**src/rtl/qpl_pkg.sv**
```systemverilog
package qpl_pkg;

    typedef enum logic {
        LD_NOW     = 1'b0,
        LD_AT_WRAP = 1'b1
    } ld_mode_e;

    typedef struct packed {
        logic ldok;
        logic dma_req;
    } ctrl_state_t;

endpackage

```
**src/rtl/qpl_stage_bank.sv**
```systemverilog
module qpl_stage_bank #(
    parameter int PW   = 32,
    parameter int NREG = 6
) (
    input  logic                clk,
    input  logic                rst_n,
    input  logic [NREG-1:0]     wr_en_i,
    input  logic [PW-1:0]       wr_data_i,
    output logic [NREG*PW-1:0]  stage_o
);
    logic [PW-1:0] stage_d [NREG];
    logic [PW-1:0] stage_q [NREG];

    for (genvar g = 0; g < NREG; g++) begin : g_reg
        always_comb begin
            stage_d[g] = stage_q[g];
            if (wr_en_i[g]) stage_d[g] = wr_data_i;
        end

        always_ff @(posedge clk or negedge rst_n) begin
            if (!rst_n) stage_q[g] <= '0;
            else        stage_q[g] <= stage_d[g];
        end

        assign stage_o[g*PW +: PW] = stage_q[g];
    end
endmodule

```
**src/rtl/qpl_work_bank.sv**
```systemverilog
module qpl_work_bank #(
    parameter int PW   = 32,
    parameter int NREG = 6
) (
    input  logic                clk,
    input  logic                rst_n,
    input  logic                xfer_i,
    input  logic [NREG*PW-1:0]  stage_i,
    output logic [NREG*PW-1:0]  work_o
);
    logic [NREG*PW-1:0] work_d;
    logic [NREG*PW-1:0] work_q;

    always_comb begin
        work_d = work_q;
        if (xfer_i) work_d = stage_i;
    end

    always_ff @(posedge clk or negedge rst_n) begin
        if (!rst_n) work_q <= '0;
        else        work_q <= work_d;
    end

    assign work_o = work_q;
endmodule

```
**src/rtl/qpl_load_ctrl.sv**
```systemverilog
module qpl_load_ctrl
    import qpl_pkg::*;
(
    input  logic clk,
    input  logic rst_n,
    input  logic ldok_set_i,
    input  logic ld_mode_i,
    input  logic roll_over_i,
    input  logic roll_under_i,
    input  logic dma_en_i,
    input  logic dma_done_i,
    output logic xfer_o,
    output logic ldok_o,
    output logic dma_req_o
);
    ctrl_state_t st_d;
    ctrl_state_t st_q;
    logic        pend;
    logic        wrap;
    logic        xfer;

    always_comb begin
        st_d = st_q;
        pend = st_q.ldok | ldok_set_i;
        wrap = roll_over_i | roll_under_i;
        xfer = pend && ((ld_mode_e'(ld_mode_i) == LD_NOW) || wrap);

        st_d.ldok = xfer ? 1'b0 : pend;

        if (st_q.dma_req && dma_done_i) begin
            st_d.dma_req = 1'b0;
            st_d.ldok    = 1'b1;
        end
        if (xfer && dma_en_i) st_d.dma_req = 1'b1;
    end

    always_ff @(posedge clk or negedge rst_n) begin
        if (!rst_n) st_q <= '0;
        else        st_q <= st_d;
    end

    assign xfer_o    = xfer;
    assign ldok_o    = st_q.ldok;
    assign dma_req_o = st_q.dma_req;
endmodule

```
**src/rtl/qpl_dbuf_loader.sv**
```systemverilog
module qpl_dbuf_loader #(
    parameter int PW   = 32,
    parameter int NCMP = 4,
    localparam int NREG = NCMP + 2
) (
    input  logic                clk,
    input  logic                rst_n,
    input  logic [NREG-1:0]     wr_en_i,
    input  logic [PW-1:0]       wr_data_i,
    input  logic                ldok_set_i,
    input  logic                ld_mode_i,
    input  logic                roll_over_i,
    input  logic                roll_under_i,
    input  logic                dma_en_i,
    input  logic                dma_done_i,
    output logic [NCMP*PW-1:0]  inner_cmp_o,
    output logic [PW-1:0]       inner_init_o,
    output logic [PW-1:0]       inner_mod_o,
    output logic                ldok_o,
    output logic                dma_req_o
);
    localparam int IDX_INIT = NCMP;
    localparam int IDX_MOD  = NCMP + 1;

    logic [NREG*PW-1:0] stage;
    logic [NREG*PW-1:0] work;
    logic               xfer;

    qpl_stage_bank #(.PW(PW), .NREG(NREG)) u_stage (
        .clk       (clk),
        .rst_n     (rst_n),
        .wr_en_i   (wr_en_i),
        .wr_data_i (wr_data_i),
        .stage_o   (stage)
    );

    qpl_load_ctrl u_ctrl (
        .clk          (clk),
        .rst_n        (rst_n),
        .ldok_set_i   (ldok_set_i),
        .ld_mode_i    (ld_mode_i),
        .roll_over_i  (roll_over_i),
        .roll_under_i (roll_under_i),
        .dma_en_i     (dma_en_i),
        .dma_done_i   (dma_done_i),
        .xfer_o       (xfer),
        .ldok_o       (ldok_o),
        .dma_req_o    (dma_req_o)
    );

    qpl_work_bank #(.PW(PW), .NREG(NREG)) u_work (
        .clk     (clk),
        .rst_n   (rst_n),
        .xfer_i  (xfer),
        .stage_i (stage),
        .work_o  (work)
    );

    // compare registers occupy the low indices, then initial, then modulus
    assign inner_cmp_o  = work[NCMP*PW-1:0];
    assign inner_init_o = work[IDX_INIT*PW +: PW];
    assign inner_mod_o  = work[IDX_MOD*PW +: PW];
endmodule

```
**config.mk**
```make
export PLATFORM = sky130hd
export DESIGN_NAME = qpl_dbuf_loader
export DESIGN_NICKNAME = d
export VERILOG_FILES = /design/src/rtl/qpl_pkg.sv /design/src/rtl/qpl_stage_bank.sv /design/src/rtl/qpl_work_bank.sv /design/src/rtl/qpl_load_ctrl.sv /design/src/rtl/qpl_dbuf_loader.sv
export SDC_FILE = /design/constraint.sdc
export NUM_CORES = 1
export LEC_CHECK = 0
export BUFFER_PORTS_ARGS = -buffer_cell sky130_fd_sc_hd__buf_2
export CORE_ASPECT_RATIO = 0.9
export CORE_MARGIN = 8
export CORE_UTILIZATION = 38
export DETAILED_ROUTE_END_ITERATION = 16
export SKIP_LAST_GASP = 1
export SLEW_MARGIN = 20
export SYNTH_ARGS = -nofsm -noshare
export SYNTH_HDL_FRONTEND = slang
export SYNTH_HIERARCHICAL = 1
export SYNTH_SLANG_ARGS = --single-unit
export TNS_END_PERCENT = 5
```
**constraint.sdc**
```tcl
create_clock -name clk -period 1.9 [get_ports clk]
set_clock_uncertainty 0.1 [all_clocks]
set_input_delay 0.19 -clock clk [delete_from_list [all_inputs] [get_ports clk]]
set_output_delay 0.19 -clock clk [all_outputs]
set_load 0.01 [all_outputs]
```
==> metrics.cfg <==
[status]
outcome = completed

[setup_path]
required_ns = 2.21
crit_buf_inv = 2
critPathSlowestCell = dfrtp_1
cpPeakStageDelay_ns = 0.36
cp_max_fo = 23
worst_setup_path_end_kind = flip-flop
rr_startpoint = u_ctrl/ldok_o$_DFF_PN0_
worstPathArrival_ns = 2.09
cp-startpoint = u_ctrl/ldok_o$_DFF_PN0_
worstPathCellList = or2_0 -> nor2b_4 -> buf_12 -> buf_4 -> mux2_2
path_delay_family = buffers and inverters
start_kind = flip-flop
crit_type = flip-flop to flip-flop

[floorplan]
fp.dieW_um = 228
core_area_um2 = 40300
io_pins = 240
rows = 70
die_height_um = 207
start_util_pct = 38.1
die_area_um2 = 47100

[job]
max_cap_violations = 0

[routing]
dr.pass1.iters = 6
vias = 7983
wl_per_cell_um = 20.2
wirelength_um = 34500
final_antenna_net_count = 0
drc = 0
vias_per_cell = 4.68
drt_iter0_drc = 439

[placed_design]
numPortBuffers = 239
placed_area_um2 = 17100
place_congestion = 0.699
dp_hpwl_um = 22000

[yosys]
postSynthCellCount = 822
ys_types = 13
netlist_area_um2 = 15400
synth_warnings = 6
avgSynthCellArea_um2 = 18.7
synth_seq_cells = 386
synth_nets = 868
ys_seq_area_share_pct = 62.9

[clocking]
h-tree-depth = 2
post_cts_buffers = 0
clockRootBuffer = clkbuf_16
numCtsBuffers = 42
ctsHoldBuffers = 38
cts_tree = yes
path_clk_slew_ns = 0.06
cts_buffer_depth = 3
clock_sinks = 386
cts_resized = 0
worstSkewPairLatency_ns = 0.54

[global_route]
grt_pass1_vias = 9045
met3_usage_pct = 3.93
grt_antenna_before_repair = 0
grt_pass1_wl_um = 55100
grt_start_max_net_pins = 52
grtUsageMet1_pct = 20.0
top_usage_layer = met2
use_met2_pct = 23.2
grt_use_total_pct = 14.7
overflow = 0

[sta]
slew_violations = 0
worst_pin_slew_ns = 0.441
hold_viol_final = 0
fmax_ghz = 0.561
slew_headroom_pct = 70.6
finalSetupTns_ns = 0
rsz0062_at_grt = false
holdWs_ns = 0.0625
min_period_ns = 1.78
fin_crit_sh_pct = 93.9
finalSetupViolations = 0

[min_path]
min_path_type = input pin to asynchronous set/reset pin

[power_and_ir_drop]
power_density_nw_per_um2 = 1150
fin_total_pwr_mw = 21.6
ir_drop_v = 0.000708
power.leakage_nw = 8.88

[final_layout]
antenna_cells = 0
postLayoutCellArea_um2 = 18800
finalNetCount = 1182
fill_cells = 3520
areaGrowthSynthToFinish_pct = 22.6
layout-drive-gt1-share_pct = 62.2

-- cell usage after synthesis --
master	instances	area (µm²)
dfrtp_1	386	9660
mux2_4	180	2700
o21ai_0	1	5.00
inv_1	1	3.75
buf_6	26	293
nor2b_1	1	6.26
a22o_1	1	8.76
mux2_2	204	2300
or2_0	1	6.26
o22ai_1	1	6.26
buf_12	18	360
nor3b_2	1	12.5
buf_2	1	5.00
-- power breakdown --
group	switching (mW)	internal, mW
clock network	3.19	4.65
logic	1.64	2.02
registers	0.720	9.41
-- area by class of cell --
cell class / instances / area, µm² / share of cell area, %
Clock buffer: 64 / 1240 / 6.61
Clock inverter: 10 / 88.8 / 0.472
Multi-Input combinational cell: 390 / 5050 / 26.8
Inverter: 1 / 3.75 / 0.0199
Sequential cell: 386 / 9660 / 51.3
Tap cell: 540 / 676 / 3.59
Timing Repair Buffer: 315 / 2110 / 11.2
-- metrics by stage --
step                util (%)  setup WS (ns)  std cells
global route            46.7         0.0383       1706
CTS                     46.7         0.0972       1706
detailed placement      42.5          0.137       1594
floorplan                  -          0.265        822
global placement        42.5          0.170       1594
finish                  46.7          0.116       1706
-- cell usage in the layout (no fill, tap or decap), types with 2 or more instances in the layout --
| cell type | netlist | final |
|---|---|---|
| clkbuf_8 | 0 | 9 |
| clkinv_2 | 0 | 5 |
| dlygate4sd3_1 | 0 | 38 |
| inv_6 | 0 | 2 |
| buf_4 | 0 | 19 |
| mux2_4 | 180 | 180 |
| buf_12 | 18 | 19 |
| dfrtp_1 | 386 | 386 |
| clkbuf_16 | 0 | 43 |
| clkbuf_1 | 0 | 12 |
| mux2_2 | 204 | 204 |
| buf_2 | 1 | 238 |
-- sequential cells by signal (all words and copies together), names as in the netlist --
| signal | cells |
|---|---|
| u_ctrl/dma_req_o | 1 |
| u_ctrl/ldok_o | 1 |
| u_stage/stage_o | 192 |
| u_work/work_o | 192 |
-- worst reg2reg max path, delay by kind of cell (launching register included) --
family / cells / cell delay (ns)
buffers and inverters: 2 / 0.47
flip-flops: 1 / 0.36
multiplexers: 1 / 0.35
AND/OR/NAND/NOR: 2 / 0.39
-- logic make-up after synthesis --
| kind of cell | count (synthesis) | share of synthesized area (%) |
|---|---|---|
| AO/OA/AOI/OAI | 3 | 0.130 |
| buffers and inverters | 46 | 4.31 |
| flip-flops | 386 | 62.9 |
| multiplexers | 384 | 32.5 |
| AND/OR/NAND/NOR | 3 | 0.163 |
-- final timing paths --
kind | to | slack [ns] | depth (start not counted)
max reg2reg | u_work/work_o[149]$_DFFE_PN0P_ | 0.12 | 5
min reg2reg | u_work/work_o[171]$_DFFE_PN0P_ | 0.40 | 1
min in group clk | u_stage/stage_o[125]$_DFFE_PN0P_ | 0.13 | 3
min | u_stage/stage_o[100]$_DFFE_PN0P_ | 0.06 | 2
max | u_work/work_o[149]$_DFFE_PN0P_ | 0.12 | 5
max in group asynchronous | u_work/work_o[119]$_DFFE_PN0P_ | 0.85 | 3
-- routing by layer --
metal  routed length, µm  vias up
li1                    -     3521
met1               16000     4222
met2               15900      196
met3                1960       44
met4                 552        0
met5                   0        -
No activity file was read; power rests on OpenSTA's default activity.
